===== src/rtl/pds_pkg.sv =====
package pds_pkg;
  typedef enum logic [2:0] {
    ST_ON     = 3'd0,
    ST_DN_ISO = 3'd1,
    ST_DN_RST = 3'd2,
    ST_DN_SW  = 3'd3,
    ST_OFF    = 3'd4,
    ST_UP_SW  = 3'd5,
    ST_UP_RST = 3'd6
  } pds_state_e;

  localparam int COLLAPSE_BIT = 0;
  localparam int SETTLE_LSB   = 8;
  localparam int DN_DONE_BIT  = 15;
  localparam int UP_DONE_BIT  = 16;
  localparam int PWR_ON_BIT   = 31;
endpackage


===== src/rtl/pds_ctrl_regs.sv =====
module pds_ctrl_regs #(
  parameter int ADDR_W         = 8,
  parameter int SETTLE_W       = 8,
  parameter int DEFAULT_SETTLE = 4,
  parameter int CTRL_OFS       = 0
) (
  input  logic                clk,
  input  logic                rst_n,
  input  logic                reg_wr,
  input  logic [ADDR_W-1:0]   reg_addr,
  input  logic [31:0]         reg_wdata,
  input  logic                pwr_on,
  input  logic                up_done,
  input  logic                dn_done,
  output logic                collapse,
  output logic [SETTLE_W-1:0] settle,
  output logic [31:0]         reg_rdata
);
  import pds_pkg::*;

  localparam logic [ADDR_W-1:0] CTRL_A = ADDR_W'(CTRL_OFS);
  localparam logic [ADDR_W-1:0] STAT_A = ADDR_W'(CTRL_OFS + 4);

  always_ff @(posedge clk or negedge rst_n) begin
    if (!rst_n) begin
      collapse <= 1'b0;
      settle   <= SETTLE_W'(DEFAULT_SETTLE);
    end else if (reg_wr && reg_addr == CTRL_A) begin
      collapse <= reg_wdata[COLLAPSE_BIT];
      settle   <= reg_wdata[SETTLE_LSB +: SETTLE_W];
    end
  end

  always_comb begin
    reg_rdata = '0;
    if (reg_addr == CTRL_A) begin
      reg_rdata[COLLAPSE_BIT]              = collapse;
      reg_rdata[SETTLE_LSB +: SETTLE_W]    = settle;
    end else if (reg_addr == STAT_A) begin
      reg_rdata[PWR_ON_BIT]  = pwr_on;
      reg_rdata[UP_DONE_BIT] = up_done;
      reg_rdata[DN_DONE_BIT] = dn_done;
    end
  end

  AST_STATUS_RO: assert property (@(posedge clk) disable iff (!rst_n)
    (reg_wr && reg_addr == STAT_A) |=> (collapse == $past(collapse) && settle == $past(settle)));
endmodule


===== src/rtl/pds_seq_fsm.sv =====
module pds_seq_fsm #(
  parameter int SETTLE_W = 8
) (
  input  logic                clk,
  input  logic                rst_n,
  input  logic                collapse,
  input  logic [SETTLE_W-1:0] settle,
  output logic                sw_en,
  output logic                iso_en,
  output logic                dom_rst,
  output logic                pwr_on,
  output logic                up_done,
  output logic                dn_done
);
  import pds_pkg::*;

  pds_state_e          state;
  logic [SETTLE_W-1:0] cnt;

  always_ff @(posedge clk or negedge rst_n) begin
    if (!rst_n) begin
      state   <= ST_ON;
      cnt     <= '0;
      up_done <= 1'b0;
      dn_done <= 1'b0;
    end else begin
      case (state)
        ST_ON:     if (collapse) state <= ST_DN_ISO;
        ST_DN_ISO: state <= ST_DN_RST;
        ST_DN_RST: begin
          state <= ST_DN_SW;
          cnt   <= settle;
        end
        ST_DN_SW: begin
          if (cnt == '0) begin
            state   <= ST_OFF;
            dn_done <= 1'b1;
            up_done <= 1'b0;
          end else begin
            cnt <= cnt - 1'b1;
          end
        end
        ST_OFF: begin
          if (!collapse) begin
            state <= ST_UP_SW;
            cnt   <= settle;
          end
        end
        ST_UP_SW: begin
          if (cnt == '0) state <= ST_UP_RST;
          else           cnt   <= cnt - 1'b1;
        end
        ST_UP_RST: begin
          state   <= ST_ON;
          up_done <= 1'b1;
          dn_done <= 1'b0;
        end
        default: state <= ST_OFF;
      endcase
    end
  end

  always_comb begin
    sw_en   = 1'b1;
    iso_en  = 1'b1;
    dom_rst = 1'b1;
    case (state)
      ST_ON:     begin iso_en = 1'b0; dom_rst = 1'b0; end
      ST_DN_ISO: dom_rst = 1'b0;
      ST_DN_RST: ;
      ST_DN_SW:  sw_en = 1'b0;
      ST_OFF:    sw_en = 1'b0;
      ST_UP_SW:  ;
      ST_UP_RST: dom_rst = 1'b0;
      default:   sw_en = 1'b0;
    endcase
  end

  assign pwr_on = (state == ST_ON);

  AST_OPEN_CLAMPED: assert property (@(posedge clk) disable iff (!rst_n)
    !sw_en |-> (iso_en && dom_rst));
  AST_FLAGS_EXCL: assert property (@(posedge clk) disable iff (!rst_n)
    !(up_done && dn_done));
  AST_RST_AFTER_ISO: assert property (@(posedge clk) disable iff (!rst_n)
    $rose(dom_rst) |-> $past(iso_en));
  AST_ISO_AFTER_RST: assert property (@(posedge clk) disable iff (!rst_n)
    $fell(iso_en) |-> (!dom_rst && $past(!dom_rst)));
  AST_ON_OUTPUTS: assert property (@(posedge clk) disable iff (!rst_n)
    pwr_on |-> (sw_en && !iso_en && !dom_rst));
endmodule


===== src/rtl/pds_sequencer.sv =====
module pds_sequencer #(
  parameter int ADDR_W         = 8,
  parameter int SETTLE_W       = 8,
  parameter int DEFAULT_SETTLE = 4,
  parameter int CTRL_OFS       = 0
) (
  input  logic              clk,
  input  logic              rst_n,
  input  logic              reg_wr,
  input  logic [ADDR_W-1:0] reg_addr,
  input  logic [31:0]       reg_wdata,
  output logic [31:0]       reg_rdata,
  output logic              sw_en,
  output logic              iso_en,
  output logic              dom_rst
);
  logic                collapse;
  logic [SETTLE_W-1:0] settle;
  logic                pwr_on, up_done, dn_done;

  pds_ctrl_regs #(
    .ADDR_W(ADDR_W), .SETTLE_W(SETTLE_W),
    .DEFAULT_SETTLE(DEFAULT_SETTLE), .CTRL_OFS(CTRL_OFS)
  ) u_regs (
    .clk(clk), .rst_n(rst_n), .reg_wr(reg_wr), .reg_addr(reg_addr),
    .reg_wdata(reg_wdata), .pwr_on(pwr_on), .up_done(up_done),
    .dn_done(dn_done), .collapse(collapse), .settle(settle),
    .reg_rdata(reg_rdata)
  );

  pds_seq_fsm #(.SETTLE_W(SETTLE_W)) u_fsm (
    .clk(clk), .rst_n(rst_n), .collapse(collapse), .settle(settle),
    .sw_en(sw_en), .iso_en(iso_en), .dom_rst(dom_rst),
    .pwr_on(pwr_on), .up_done(up_done), .dn_done(dn_done)
  );
endmodule


===== config.mk =====
export PLATFORM = sky130hd
export DESIGN_NAME = pds_sequencer
export DESIGN_NICKNAME = d
export VERILOG_FILES = /design/src/rtl/pds_pkg.sv /design/src/rtl/pds_ctrl_regs.sv /design/src/rtl/pds_seq_fsm.sv /design/src/rtl/pds_sequencer.sv
export SDC_FILE = /design/constraint.sdc
export NUM_CORES = 1
export LEC_CHECK = 0
export CAP_MARGIN = 15
export CORE_MARGIN = 2
export CORE_UTILIZATION = 26
export CTS_BUF_LIST = sky130_fd_sc_hd__clkbuf_4 sky130_fd_sc_hd__clkbuf_8 sky130_fd_sc_hd__clkbuf_16
export CTS_CLUSTER_SIZE = 12
export DETAILED_ROUTE_END_ITERATION = 10
export DONT_BUFFER_PORTS = 1
export HOLD_SLACK_MARGIN = 0.1
export PLACE_DENSITY = 0.35
export SLEW_MARGIN = 20
export SYNTH_ARGS = -nofsm -noshare
export SYNTH_HDL_FRONTEND = slang
export SYNTH_SLANG_ARGS = --single-unit

===== constraint.sdc =====
create_clock -name clk -period 2.5 [get_ports clk]
set_clock_uncertainty 0.2 [all_clocks]
set_input_delay 0.375 -clock clk [delete_from_list [all_inputs] [get_ports clk]]
set_output_delay 0.375 -clock clk [all_outputs]
set_load 0.1 [all_outputs]

Word level (Yosys, flattened, before mapping):

Index checks and enable logic that the tools add are counted.

* register bits after elaboration: 22
* input bits: 43
* output and inout port bits: 35
* logic and storage cells: 53

* add/sub/neg operators: 1
* equal/unequal tests: 12
* mux-type cells: 22
* reductions and logical operators: 12

Operator list (count)
* one-hot mux 8 bit (3 select lines): 1
* one-hot mux 3 bit (7 select lines): 1
* zero test 8 bit: 2
* two-way mux 8 bit: 2
* two-way mux 3 bit: 4
* two-way mux 1 bit: 10
* equality test 3 bit (second input constant): 3
* equality test 8 x 3 -> 1 bit (second input constant): 1
* subtractor 8 x 1 -> 8 bit (second input constant): 1
* two-way mux 7 bit: 1
* equality test 3 x 2 -> 1 bit (second input constant): 2
* inequality test 2 bit (second input constant): 3
* OR reduction 5 bit: 1
* inequality test 2 x 1 -> 1 bit (second input constant): 2
* one-hot mux 1 bit (2 select lines): 2
* AND reduction 4 bit: 1
* equality test 3 x 1 -> 1 bit (second input constant): 1
* zero test 3 bit: 1
* AND reduction 3 bit: 1
* nonzero test 3 bit: 1
* OR reduction 3 bit: 1
* two-way mux 2 bit: 1
* AND reduction 2 bit: 1
* nonzero test 2 bit: 1
* other kinds (2): 2

Longest topological paths before layout:

Gate-level depths: netlist of the first run.

* word-level depth: 4
* gate-level depth with buffers: 7
* depth with buffers taken out: 6

Cells and area by module:

A second synthesis of the first run with hierarchy kept.

* cell total of the unflattened synthesis: 153
* area, all modules: 1555.2 um^2

Modules (own cells, without submodules)
* pds_seq_fsm: times used 1, cells an instance 94, area each 903.4 um^2, sequential area each 325.3 um^2
* pds_ctrl_regs: times used 1, cells an instance 59, area each 651.9 um^2, sequential area each 226.5 um^2

Worst setup path after synthesis of the first run:

Ideal clock, no wire load.

* path type: input to output
* start point: input reg_addr[5]
* end point: output reg_rdata[15]
* arrival: 3.228 ns
* data required time: 1.925 ns
* setup slack: -1.303 ns
* stages: 4
* path buffers: 0
* path through: or4_4 nor2_1 nand2_1 o21ai_0

* word-level cells in the longest chain between the ends: 3
* elaborated cells on any way between the ends: 4
* classes of those cells: eq/ne (1); mux (2); reduce/logical (1)

RTL lines
* start, declared: line pds_sequencer.sv:10 `input logic [ADDR_W-1:0] reg_addr,`
* equality test 8 x 3 -> 1 bit: line pds_ctrl_regs.sv:39 `end else if (reg_addr == STAT_A) begin`
* two-way mux 2 bit: line pds_ctrl_regs.sv:39
* two-way mux 1 bit (*): line pds_ctrl_regs.sv:36 `if (reg_addr == CTRL_A) begin`
* end, declared: line pds_sequencer.sv:12 `output logic [31:0] reg_rdata,`

Every way passes the cells marked *; elsewhere a longest branch is shown, timed or not.

Worst setup path after layout of the first run:

Ends and elaborated chain as after synthesis.

==> out/results.md, run 1 <==
| Group | Quantity | This run |
|:---|:---|:---|
| floorplanning | Effective utilization at floorplan | 26.5% |
| cells and area | Core occupancy in the finished layout | 34.7% |
| cells and area | Count of non-filler cells in the finished layout | 254 |
| sta | Highest attainable clock frequency | 0.426 GHz |
| min path | Cell count of the worst hold path | 2 |
| sta | Headroom to the max-slew limit | 61.5% |
| setup path | Critical Path AT | 1.77 ns |
| min path | Destination of the worst hold path | u_regs.settle[0] |
| sta | Share of the cycle needed by the critical path after routing | 93.8% |
| detailed routing | DRT Wirelength | 3370 um |
| setup path | Worst r2r src | u_fsm.cnt[0] |
| yosys | Fraction of the yosys area taken by sequential cells | 38.3% |
| yosys | Number of unique standard cell types used by synthesis | 40 |
| detailed routing | Post-DRT Antenna Nets | 0 |
| sta | Minimum hold slack | 0.233 ns |
| setup path | Worst-case register-to-register setup slack | 0.26 ns |
| clock tree | Number of buffers between clock root and the deepest sink | 2 |
| power | Static Leakage | 0.000851 uW |
| grt | Overflow after GRT | 0 |
| yosys | Count of yosys warnings during synthesis | 0 |
| sta | Slew at the pin closest to its max-slew limit | 0.577 ns |
| sta | Final critical delay including setup and external delays | 2.35 ns |
| floorplanning | Number of ports placed on the die boundary | 78 |
| clock tree | Clock Pin Slew Worst Setup and Hold Paths | 0.09 ns |
| min path | Source of the worst hold timing path | reg_wr |
| place | Instance area after placement | 0.00173 sq mm |
| run status | Status | complete, no violations |
| yosys | Cell type with the highest aggregate area in the netlist | sky130_fd_sc_hd__dfrtp_1 |
| yosys | Average instance area after synthesis | 9.42 sq um |
| power | Worst vdd rail ir drop | 0.568 mV |
| grt | Wire length of the first global-routing pass | 5620 um |
| cells and area | Post-layout nets | 228 |
| detailed routing | First-pass DRT Iterations | 4 |
| sta | Max-slew violation count | 0 |
| place | Placed wire-length estimate after detailed placement | 2470 um |
| grt | Maximum number of pins on one net before global-route repair | 23 |
| setup path | Worst endpoint required time | 1.92 ns |
| detailed routing | Drt first-iter violations | 33 |
| clock tree | H-tree depth | 1 |
| setup path | Critical Path Slowest Stage Cell | sky130_fd_sc_hd__or4_4 |
| grt | Initial antenna violation count | 0 |
| setup path | Max stage delay on crit path | 0.54 ns |
| sta | Hold Violations, Final | 0 |
| setup path | Reg-to-reg endpoint | u_fsm.cnt[3] |
| grt | Via count of the first global-routing pass | 1094 |
| place | GPL Wtd Cong | 0.820 |
| yosys | Post-synth EDFFs | 0 |
| floorplanning | Height of the die | 78.5 um |
| detailed routing | Via count normalized by instance count | 4.56 |
| setup path | CP max FO | 10 |
| cells and area | Area of the multi-input gates | 788 sq um |
| cells and area | Total inserted antenna cells | 0 |
| floorplanning | Site Rows | 27 |
| setup path | Critical Path, Cell by Cell | or4_4 > nor3_4 > nand2_1 > o21ai_2 > buf_12 |
| detailed routing | Wire per inst | 13.3 um |
| yosys | Mapped cell area | 0.00144 sq mm |
| yosys | Primary flip-flop cell chosen by synthesis mapping | sky130_fd_sc_hd__dfrtp_1 |
| setup path | Capturing element type of the critical path | primary output |
| place | Number of buffers added on ports | 0 |
| floorplanning | Overall die width | 78.5 um |
| place | Placement-stage worst setup slack | 0.0992 ns |
| yosys | Fraction of synthesized cell area taken by the top area cell type | 36.5% |
| power | Power per cell area | 1130 mW/mm^2 |
| cells and area | Share of final-layout standard cells stronger than drive strength 1 | 27.5% |
| yosys | Top area cells in the synthesized netlist | sky130_fd_sc_hd__dfrtp_1 (36%), sky130_fd_sc_hd__buf_4 (11%), sky130_fd_sc_hd__mux2_2 (7.0%) |
| sta | RSZ-0062 raised after global routing | no |
| yosys | Synth Instances | 153 |
| setup path | Class of the most critical setup path | input port to primary output |
| yosys | Fraction of synthesis flops using an asynchronous set or reset pin | 100% |
| grt | Aggregate global-route resource usage | 11.5% |
| setup path | Depth of the worst register-to-register path | 7 |
| yosys | Seq cells post-synth | 22 |
| floorplanning | Die area | 0.00616 sq mm |
| cells and area | Sequential cell area | 552 sq um |
| setup path | Critical Path Start Type | input port |
| detailed routing | Number of vias after detailed routing | 1159 |
| clock tree | TritonCTS Buffers | 3 |
| cells and area | Count of fill cells added during filler insertion | 572 |
| cells and area | Most frequent cells in the layout | sky130_fd_sc_hd__dfrtp_1 (21), sky130_fd_sc_hd__conb_1 (21), sky130_fd_sc_hd__buf_12 (11) |
| sta | Least setup slack across all paths after layout | 0.155 ns |
| clock tree | CTS tree | built |
| place | Placed insts | 239 |
| clock tree | Root cell of the clock tree | sky130_fd_sc_hd__clkbuf_8 |
| detailed routing | Detailed-route DRC error count | 0 |
| sta | Number of setup violations in the final report | 0 |
| cells and area | Design Area, Final | 0.00189 sq mm |
| clock tree | TritonCTS sink count | 22 |
| flow run | Max-capacitance violation count | 0 |
| clock tree | Clk_lat worst skew | 0.26 ns |
| floorplanning | Placeable core area | 0.00544 sq mm |
| cells and area | Growth of design area from synthesis to finish | 30.9% |
| min path | Worst min path class | input port to register |
[how the worst max path moves through the flow]
stage,start,to,slack (ns),depth (start not counted)
after floorplan,reg_addr[5],reg_rdata[15],-0.07,4
after global placement,reg_addr[5],reg_rdata[15],0.14,5
after detailed placement,reg_addr[5],reg_rdata[15],0.1,5
after CTS,reg_addr[5],reg_rdata[15],0.1,5
after global routing,reg_addr[5],reg_rdata[15],0.05,5
final,reg_addr[5],reg_rdata[15],0.15,5
[stage by stage]
step / total power (uW) / setup TNS [ns]
floorplan: 1640 / -0.0705
global placement: 1870 / 0
global route: 2290 / 0
finish: 2130 / 0
detailed placement: 1860 / 0
CTS: 2140 / 0
[state kept, by name, summed over array words and instances (netlist names), named ones only]
register / flops
u_fsm.cnt: 8
u_fsm.dn_done: 1
u_fsm.state: 2
u_fsm.up_done: 1
u_regs.collapse: 1
u_regs.settle: 8
[timing repair]
action                     in CTS  in global routing
hold buffers                   10                  1
setup buffers                   0                  0
setup endpoints to repair       0                  0
resized for setup               0                  0
hold endpoints to repair       31                 21
[routing by layer]
metal  global-route usage, %  vias to the layer above  routed length, um
met5                       0                        -                  0
met2                    18.4                       46               1620
met4                    2.63                        0                 29
met1                    16.2                      548               1570
li1                        -                      563                  -
met3                    1.72                        2                140
[cell families (layout without fill, tap and decap cells)]
group	after synthesis	after routing	share of synthesized area [%]
simple gates	48	48	19.6
compound gates	32	32	14.5
buf+inv	32	41	13.9
flops	22	22	38.3
mux	14	14	10.5
fa+ha+maj	2	2	1.74
xor+xnor	2	2	1.22
other cells	1	21	0.260
[Yosys cell counts, drive strengths merged (3+ instances only)]
library cell  number
a211oi             4
o21ai              7
nand3              7
buf               22
a21oi              7
nor2               9
nand2              8
and2               8
inv                8
nor3               4
a2bb2oi            3
mux2               9
mux2i              5
o22ai              4
dfrtp             21
[where the power goes]
group | leakage (uW) | switching [uW] | total, uW | internal, uW
Combinational | 0.000550 | 860 | 1280 | 418
Sequential | 0.000275 | 142 | 611 | 469
Clock | 0.0000262 | 121 | 246 | 124
[cell type report]
type                    instances  area share, %
multi-input cells             119           41.8
flip-flops and latches         22           29.2
repair buffers                 29           20.0
well taps                      72           4.77
clock buffers                   4           2.59
inverters                       8           1.59
[critical path, delay by kind of cell]
kind	cells	cell delay, ns
AO/OA/AOI/OAI	1	0.11
buffers and inverters	1	0.19
AND/OR/NAND/NOR	3	1.10
No activity file was read; power rests on OpenSTA's default activity.
==> run 2: changes to the inputs <==
ABC_AREA = 1   (was unset)
HOLD_SLACK_MARGIN = 0.08   (was 0.1)
==> run 2 against run 1 <==
  * Synthesized cell count increased by 44%
  * Via count increased by 12%
  * Combinational power increased by 13%
  * Routed wire length increased by 2.3%
  * Clock power increased by 41%
  * Non-clock buffer count decreased by 3
  * Global-route usage decreased by 0.15 points
  * First-iteration DRC count increased by 110%
  * Critical path depth decreased by 1
  * Area after synthesis increased by 8.9%
  * Largest power group unchanged
==> out/results.md, run 2 <==
| Group | Quantity | This run | vs previous |
|:---|:---|:---|:---|
| floorplanning | Die area | 0.00667 sq mm | +8.4% |
| setup path | Critical Path, Cell by Cell | nor2_1 > nand2_1 > nor2_4 > buf_12 |  |
| detailed routing | Via count normalized by instance count | 3.99 | -12% |
| yosys | Main combinational cell family by area after synthesis | simple AND/OR/NAND/NOR gates |  |
| sta | Number of setup violations in the final report | 0 | unchanged |
| grt | Maximum number of pins on one net before global-route repair | 23 | unchanged |
| clock tree | H-tree depth | 1 | unchanged |
| floorplanning | Number of ports placed on the die boundary | 78 | unchanged |
| cells and area | Growth of design area from synthesis to finish | 22.6% |  |
| sta | Hold Violations, Final | 0 | unchanged |
| floorplanning | Effective utilization at floorplan | 26.7% | +0.16 points |
| detailed routing | DRT Wirelength | 3440 um | +2.3% |
| setup path | Family with the most delay on the worst path | simple AND/OR/NAND/NOR gates |  |
| setup path | CP max FO | 6 | -4 |
| clock tree | Setup repair bufs after CTS | 0 | unchanged |
| yosys | Compound-cell area share of the yosys netlist | 9.65% | -4.8 points |
| power | Power per cell area | 1230 mW/mm^2 | +9.0% |
| yosys | Seq cells post-synth | 22 | unchanged |
| power | Post-route total power | 2370 uW | +11% |
| detailed routing | Wire per inst | 10.6 um | -20% |
| yosys | Mapped cell area | 0.00157 sq mm | +8.9% |
| yosys | Synth Instances | 221 | +44% |
| grt | Initial antenna violation count | 0 | unchanged |
| grt | Via count of the first global-routing pass | 1213 | +11% |
| setup path | Worst r2r src | u_fsm.cnt[0] |  |
| yosys | Multiplexer share of the synthesized area | 0% | -11 points |
| detailed routing | Drt first-iter violations | 70 | +110% |
| clock tree | Clock Pin Slew Worst Setup and Hold Paths | 0.09 ns | about the same |
| power | Static Leakage | 0.000984 uW | +16% |
| cells and area | Count of fill cells added during filler insertion | 662 | +16% |
| floorplanning | Site Rows | 28 | +3.7% |
| flow run | Max-capacitance violation count | 0 | unchanged |
| setup path | Critical Path Slowest Stage Cell | sky130_fd_sc_hd__dfrtp_1 |  |
| setup path | Worst endpoint required time | 1.92 ns | about the same |
| grt | Aggregate global-route resource usage | 11.3% | -0.15 points |
| yosys | Average instance area after synthesis | 7.10 sq um | -25% |
| setup path | Max stage delay on crit path | 0.45 ns | -0.09 ns |
| setup path | Capturing element type of the critical path | primary output |  |
| cells and area | Area of the multi-input gates | 845 sq um | +7.1% |
| clock tree | TritonCTS Buffers | 3 | unchanged |
| detailed routing | Number of vias after detailed routing | 1294 | +12% |
| run status | Status | complete, no violations |  |
| place | Placed wire-length estimate after detailed placement | 2600 um | +5.2% |
| power | Worst vdd rail ir drop | 0.493 mV | -13% |
| min path | Source of the worst hold timing path | reg_wr |  |
| setup path | Critical Path AT | 1.45 ns | -0.32 ns |
| sta | Minimum hold slack | 0.236 ns | +0.00248 ns |
| place | GPL Wtd Cong | 0.737 | -10% |
| yosys | Fraction of the yosys area taken by sequential cells | 35.2% | -3.1 points |
| min path | Worst min path class | input port to register |  |
| yosys | Top area cells in the synthesized netlist | sky130_fd_sc_hd__dfrtp_1 (33%), sky130_fd_sc_hd__nand2_1 (11%), sky130_fd_sc_hd__buf_4 (10%) |  |
| yosys | Cell type with the highest aggregate area in the netlist | sky130_fd_sc_hd__dfrtp_1 |  |
| sta | Share of the cycle needed by the critical path after routing | 81.2% | -13 points |
| clock tree | Number of buffers between clock root and the deepest sink | 2 | unchanged |
| sta | Max-slew violation count | 0 | unchanged |
| clock tree | CTS tree | built |  |
| clock tree | Post-CTS sizing | 0 | unchanged |
| cells and area | Most frequent standard cell in the layout excluding fill and tap cells | sky130_fd_sc_hd__nand2_1 |  |
| yosys | Count of yosys warnings during synthesis | 0 | unchanged |
| cells and area | Share of final-layout standard cells stronger than drive strength 1 | 22.5% | -5.0 points |
| grt | Wire length of the first global-routing pass | 5730 um | +2.0% |
| cells and area | Sequential cell area | 552 sq um | unchanged |
| yosys | Post-synthesis share of cell area spent on full adders, half adders and majority gates | 1.59% | -0.14 points |
| yosys | Post-synthesis share of cell area spent on and, or, nand and nor gates | 35.2% | +16 points |
| yosys | Primary flip-flop cell chosen by synthesis mapping | sky130_fd_sc_hd__dfrtp_1 |  |
| setup path | Class of the most critical setup path | register to primary output |  |
| yosys | Top cell types by occurrence after synthesis | sky130_fd_sc_hd__nand2_1 (47), sky130_fd_sc_hd__nor2_1 (39), sky130_fd_sc_hd__inv_1 (23) |  |
| detailed routing | First-pass DRT Iterations | 4 | unchanged |
| floorplanning | Height of the die | 81.7 um | +4.1% |
| cells and area | Most frequent cells in the layout | sky130_fd_sc_hd__nand2_1 (47), sky130_fd_sc_hd__nor2_1 (28), sky130_fd_sc_hd__inv_1 (23) |  |
| clock tree | Clk_lat worst skew | 0.27 ns | about the same |
| yosys | Top-count cell post-synth | sky130_fd_sc_hd__nand2_1 |  |
| sta | Final critical delay including setup and external delays | 2.03 ns | -0.316 ns |
| cells and area | Largest regs | u_fsm.cnt: 8 flops, u_regs.settle: 8 flops, u_fsm.state: 2 flops |  |
| detailed routing | Post-DRT Antenna Nets | 0 | unchanged |
| setup path | Buf+Inv Stages, Crit Path | 1 | unchanged |
| clock tree | TritonCTS sink count | 22 | unchanged |
| grt | Overflow after GRT | 0 | unchanged |
| yosys | Synth Area in XOR/XNOR | 0% | -1.2 points |
| clock tree | Hold-fix buffer count after cts | 12 | +2 |
| floorplanning | Placeable core area | 0.00589 sq mm | +8.2% |
| yosys | Fraction of synthesized cell area taken by the top area cell type | 33.5% | -3.0 points |
| cells and area | Post-layout nets | 295 | +29% |
| yosys | Number of unique standard cell types used by synthesis | 25 | -38% |
| sta | RSZ-0062 raised after global routing | no |  |
| place | Number of buffers added on ports | 0 | unchanged |
| detailed routing | Detailed-route DRC error count | 0 | unchanged |
| yosys | Fraction of synthesis flops using an asynchronous set or reset pin | 100% | unchanged |
| setup path | Critical Path Start Type | register |  |
| cells and area | Total inserted antenna cells | 0 | unchanged |
| floorplanning | Overall die width | 81.7 um | +4.1% |
| clock tree | Root cell of the clock tree | sky130_fd_sc_hd__clkbuf_8 |  |
| sta | Highest attainable clock frequency | 0.493 GHz | +16% |
| yosys | Post-synth EDFFs | 0 | unchanged |
-- run 2: report_power, final --
part / switching [uW] / internal [uW] / leakage [uW]
combinational: 1060 / 388 / 0.000709
sequential: 105 / 468 / 0.000239
clock: 134 / 214 / 0.0000357
total: 1300 / 1070 / 0.000984
-- run 2: cell families (layout without fill, tap and decap cells) --
family	Yosys count	count (layout)
and+or+nand+nor	121	121
buffers and inverters	50	58
AOI/OAI and AO/OA	25	25
DFF	22	22
adders and majority gates	2	2
other	1	21
-- run 2: cell type report --
cell class                 instances  area share [%]
clock inverter                     1            1.56
clock buffer                       3            2.15
sequential                        22            28.7
multi-input combinational        169            43.9
tap                               75            4.88
timing repair buffer              26            12.9
inverter                          28            5.98
-- run 2: final timing paths --
| check | to | slack, ns | cells past startpoint |
|---|---|---|---|
| max | reg_rdata[31] | 0.47 | 4 |
| min | u_regs.settle[2] | 0.24 | 2 |
| max reg2reg | u_fsm.cnt[7] | 0.74 | 9 |
| min reg2reg | u_fsm.up_done | 0.31 | 2 |
| max in group asynchronous | u_regs.settle[2] | 1.56 | 2 |
| min in group asynchronous | u_fsm.cnt[1] | 0.32 | 2 |
-- run 2: per-layer routing --
| metal | vias up | part of all wire [%] | track usage (%) |
|---|---|---|---|
| met5 | - | 0 | 0 |
| met4 | 0 | 1.5 | 4.50 |
| met3 | 4 | 4.5 | 1.76 |
| met2 | 44 | 43 | 17.2 |
| met1 | 539 | 51 | 16.1 |
| li1 | 707 | - | - |
-- run 2: metrics by stage --
| stage | cells | instance area, sq um | utilization [%] | setup WS, ns | TNS (ns) |
|---|---|---|---|---|---|
| floorplan | 241 | 1650 | - | -0.196 | -1.87 |
| global placement | 308 | 1720 | 29.3 | 0.502 | 0 |
| detailed placement | 308 | 1720 | 29.3 | 0.487 | 0 |
| CTS | 324 | 1920 | 32.7 | 0.435 | 0 |
| global route | 324 | 1920 | 32.7 | 0.352 | 0 |
| finish | 324 | 1920 | 32.7 | 0.471 | 0 |
==> run 3: changes to the inputs <==
clock period = 1.9 ns   (was 2.5 ns; I/O delays follow)
==> run 3 against run 2 <==
  * First-iteration DRC count shrank 26%
  * Sequential share of layout area shrank 2.2 points
  * Combinational power grew 42%
  * Critical path depth is the same
  * Count of clock-buffer cells in the layout grew 1
  * Critical path type unchanged
  * Highest routed layer unchanged
==> out/results.md, run 3 (same netlist as run 2, synthesis figures left out) <==
| Group | Quantity | This run | vs previous |
|:---|:---|:---|:---|
| run status | Status | complete, no violations |  |
| cells and area | Largest regs | u_fsm.cnt: 8 flops, u_regs.settle: 8 flops, u_fsm.state: 2 flops |  |
| clock tree | Clk_lat worst skew | 0.27 ns | about the same |
| floorplanning | Effective utilization at floorplan | 26.7% | unchanged |
| clock tree | CTS tree | built |  |
| setup path | Critical Path Slowest Stage Cell | sky130_fd_sc_hd__dfrtp_1 |  |
| power | Sequential power share | 24.4% | +0.3 points |
| place | Placement-stage worst setup slack | 0.131 ns | -0.356 ns |
| power | Static Leakage | 0.00102 uW | +4.1% |
| detailed routing | First-pass DRT Iterations | 4 | unchanged |
| detailed routing | DRT Wirelength | 3480 um | +1.0% |
| detailed routing | Post-DRT Antenna Nets | 0 | unchanged |
| power | Cell-internal power | 1410 uW | +32% |
| floorplanning | Die area | 0.00667 sq mm | unchanged |
| grt | Maximum number of pins on one net before global-route repair | 23 | unchanged |
| cells and area | Growth of design area from synthesis to finish | 33.3% |  |
| sta | Slew at the pin closest to its max-slew limit | 0.519 ns |  |
| cells and area | Most frequent standard cell in the layout excluding fill and tap cells | sky130_fd_sc_hd__nand2_1 |  |
| setup path | Worst endpoint required time | 1.41 ns | -0.51 ns |
| setup path | Critical Path AT | 1.30 ns | -0.15 ns |
| sta | Share of the cycle needed by the critical path after routing | 94.1% |  |
| grt | Overflow after GRT | 0 | unchanged |
| clock tree | Number of buffers between clock root and the deepest sink | 2 | unchanged |
| sta | RSZ-0062 raised after global routing | no |  |
| grt | Via count of the first global-routing pass | 1258 | +3.7% |
| min path | Destination of the worst hold path | u_regs.settle[2] |  |
| power | Switching power | 1770 uW | +36% |
| floorplanning | Placeable core area | 0.00589 sq mm | unchanged |
| grt | Aggregate global-route resource usage | 11.8% | +0.44 points |
| setup path | CP max FO | 7 | +1 |
| detailed routing | Via count normalized by instance count | 4.15 | +4.0% |
| grt | Wire length of the first global-routing pass | 6020 um | +5.1% |
| place | Placed wire-length estimate after detailed placement | 2710 um | +4.3% |
| setup path | Class of the most critical setup path | register to primary output |  |
| sta | Final critical delay including setup and external delays | 1.79 ns |  |
| power | Clk network pwr share | 10.8% | -3.9 points |
| clock tree | Root cell of the clock tree | sky130_fd_sc_hd__clkbuf_8 |  |
| cells and area | Total inserted antenna cells | 0 | unchanged |
| setup path | Capturing element type of the critical path | primary output |  |
| sta | Setup_tns | 0 ns | unchanged |
| place | Number of buffers added on ports | 0 | unchanged |
| power | Comb pwr share | 64.8% | +3.6 points |
| floorplanning | Height of the die | 81.7 um | unchanged |
| detailed routing | Number of vias after detailed routing | 1354 | +4.6% |
| power | Worst vdd rail ir drop | 0.766 mV | +55% |
| clock tree | Clock Pin Slew Worst Setup and Hold Paths | 0.08 ns | about the same |
| setup path | Worst-case register-to-register setup slack | 0.17 ns | -0.57 ns |
| setup path | Max stage delay on crit path | 0.46 ns | about the same |
| cells and area | Core occupancy in the finished layout | 35.5% | +2.8 points |
| min path | Cell count of the worst hold path | 2 | unchanged |
| sta | Highest attainable clock frequency | 0.559 GHz |  |
| detailed routing | Drt first-iter violations | 52 | -26% |
| place | GPL Wtd Cong | 0.744 | +0.92% |
| clock tree | TritonCTS sink count | 22 | unchanged |
| setup path | Buf+Inv Stages, Crit Path | 2 | +1 |
| setup path | Depth of the critical timing path with buffers and inverters included | 4 | unchanged |
| setup path | Worst r2r src | u_fsm.cnt[0] |  |
| setup path | Critical Path, Cell by Cell | inv_4 > nand2_2 > nand3_1 > buf_8 |  |
| sta | Least setup slack across all paths after layout | 0.111 ns | -0.360 ns |
| floorplanning | Site Rows | 28 | unchanged |
| setup path | Family with the most delay on the worst path | flip-flops |  |
| clock tree | H-tree depth | 1 | unchanged |
| place | Placed insts | 310 | +0.65% |
| cells and area | Post-layout nets | 297 | +0.68% |
| sta | Hold Violations, Final | 0 | unchanged |
| clock tree | TritonCTS Buffers | 3 | unchanged |
| sta | Number of setup violations in the final report | 0 | unchanged |
| sta | Max-slew violation count | 0 | unchanged |
| setup path | Reg-to-reg endpoint | u_fsm.cnt[7] |  |
| cells and area | Area of the multi-input gates | 880 sq um | +4.1% |
| min path | Worst min path class | input port to register |  |
| floorplanning | Overall die width | 81.7 um | unchanged |
| clock tree | Setup repair bufs after CTS | 0 | unchanged |
| min path | Source of the worst hold timing path | reg_wr |  |
| grt | Initial antenna violation count | 0 | unchanged |
| power | Switching share of power | 55.6% | +0.71 points |
| sta | Headroom to the max-slew limit | 65.4% |  |
| cells and area | Sequential cell area | 553 sq um | +0.23% |
| cells and area | Share of final-layout standard cells stronger than drive strength 1 | 25.5% | +3.0 points |
| power | Power per cell area | 1520 mW/mm^2 | +23% |
| setup path | Depth of the worst register-to-register path | 9 | unchanged |
| flow run | Max-capacitance violation count | 0 | unchanged |
| detailed routing | Detailed-route DRC error count | 0 | unchanged |
| cells and area | Most frequent cells in the layout | sky130_fd_sc_hd__nand2_1 (45), sky130_fd_sc_hd__nor2_1 (26), sky130_fd_sc_hd__inv_1 (22) |  |
| detailed routing | Wire per inst | 10.7 um | +0.40% |
| floorplanning | Number of ports placed on the die boundary | 78 | unchanged |
| cells and area | Count of non-filler cells in the finished layout | 326 | +0.62% |
| cells and area | Count of fill cells added during filler insertion | 645 | -2.6% |
| setup path | Critical Path Start Type | register |  |
run 3: final cells by class:
class	count	area share [%]
repair buffers	28	18.8
multi-input cells	169	42.0
inverters	28	5.62
well taps	75	4.49
flip-flops and latches	22	26.4
clock buffers	4	2.63
run 3: what timing repair did:
item | in CTS | in global routing
pin swaps | 0 | 1
hold buffers | 11 | 1
resized for setup | 2 | 7
hold endpoints to repair | 31 | 21
setup endpoints to repair | 1 | 10
run 3: through the flow:
stage | total power [uW] | cell area, sq um | hold slack, ns
5_1_grt | 3470 | 2090 | 0.205
3_5_place_dp | 2770 | 1900 | -0.210
3_3_place_gp | 2780 | 1900 | -0.210
6_report | 3180 | 2090 | 0.157
4_1_cts | 3180 | 2070 | 0.153
2_1_floorplan | 2410 | 1700 | -0.211
run 3: worst register-to-register path, cell delays in order, from the launching register on:
cell                      delay [ns]
sky130_fd_sc_hd__dfrtp_1        0.41
sky130_fd_sc_hd__inv_2          0.10
sky130_fd_sc_hd__ha_1           0.19
sky130_fd_sc_hd__nand2_1        0.06
sky130_fd_sc_hd__nor2_1         0.13
sky130_fd_sc_hd__nand3_1        0.16
sky130_fd_sc_hd__nand2_4        0.19
sky130_fd_sc_hd__nor2_1         0.08
sky130_fd_sc_hd__nand2_1        0.06
sky130_fd_sc_hd__nand2_1        0.04
run 3: power by group through the flow:
| stage | Combinational (uW) | Sequential (uW) | Clock [uW] |
|---|---|---|---|
| after detailed placement | 2010 | 764 | 0 |
| final | 2060 | 775 | 343 |
| after CTS | 2060 | 758 | 366 |
| after floorplan | 1680 | 725 | 0 |
| after global routing | 2290 | 798 | 386 |
| after global placement | 2010 | 770 | 0 |
run 3: routing by layer:
layer | part of all wire [%] | vias to the layer above | wire, um | GRT usage (%)
met1 | 50 | 596 | 1740 | 16.3
met3 | 5.6 | 6 | 195 | 2.64
met5 | 0 | - | 0 | 0
li1 | - | 707 | - | -
met4 | 1.6 | 0 | 54 | 4.00
met2 | 43 | 45 | 1490 | 18.0
run 3: how the worst max path moves through the flow:
stage,to,slack (ns),startpoint
floorplan,reg_rdata[0],-0.22,reg_addr[7]
global placement,u_fsm.cnt[2],0.13,u_fsm.cnt[0]
detailed placement,u_fsm.cnt[5],0.13,u_fsm.cnt[0]
CTS,dom_rst,-0.01,u_fsm.state[0]
global route,u_fsm.cnt[3],0.02,u_fsm.cnt[0]
finish,sw_en,0.11,u_fsm.state[0]
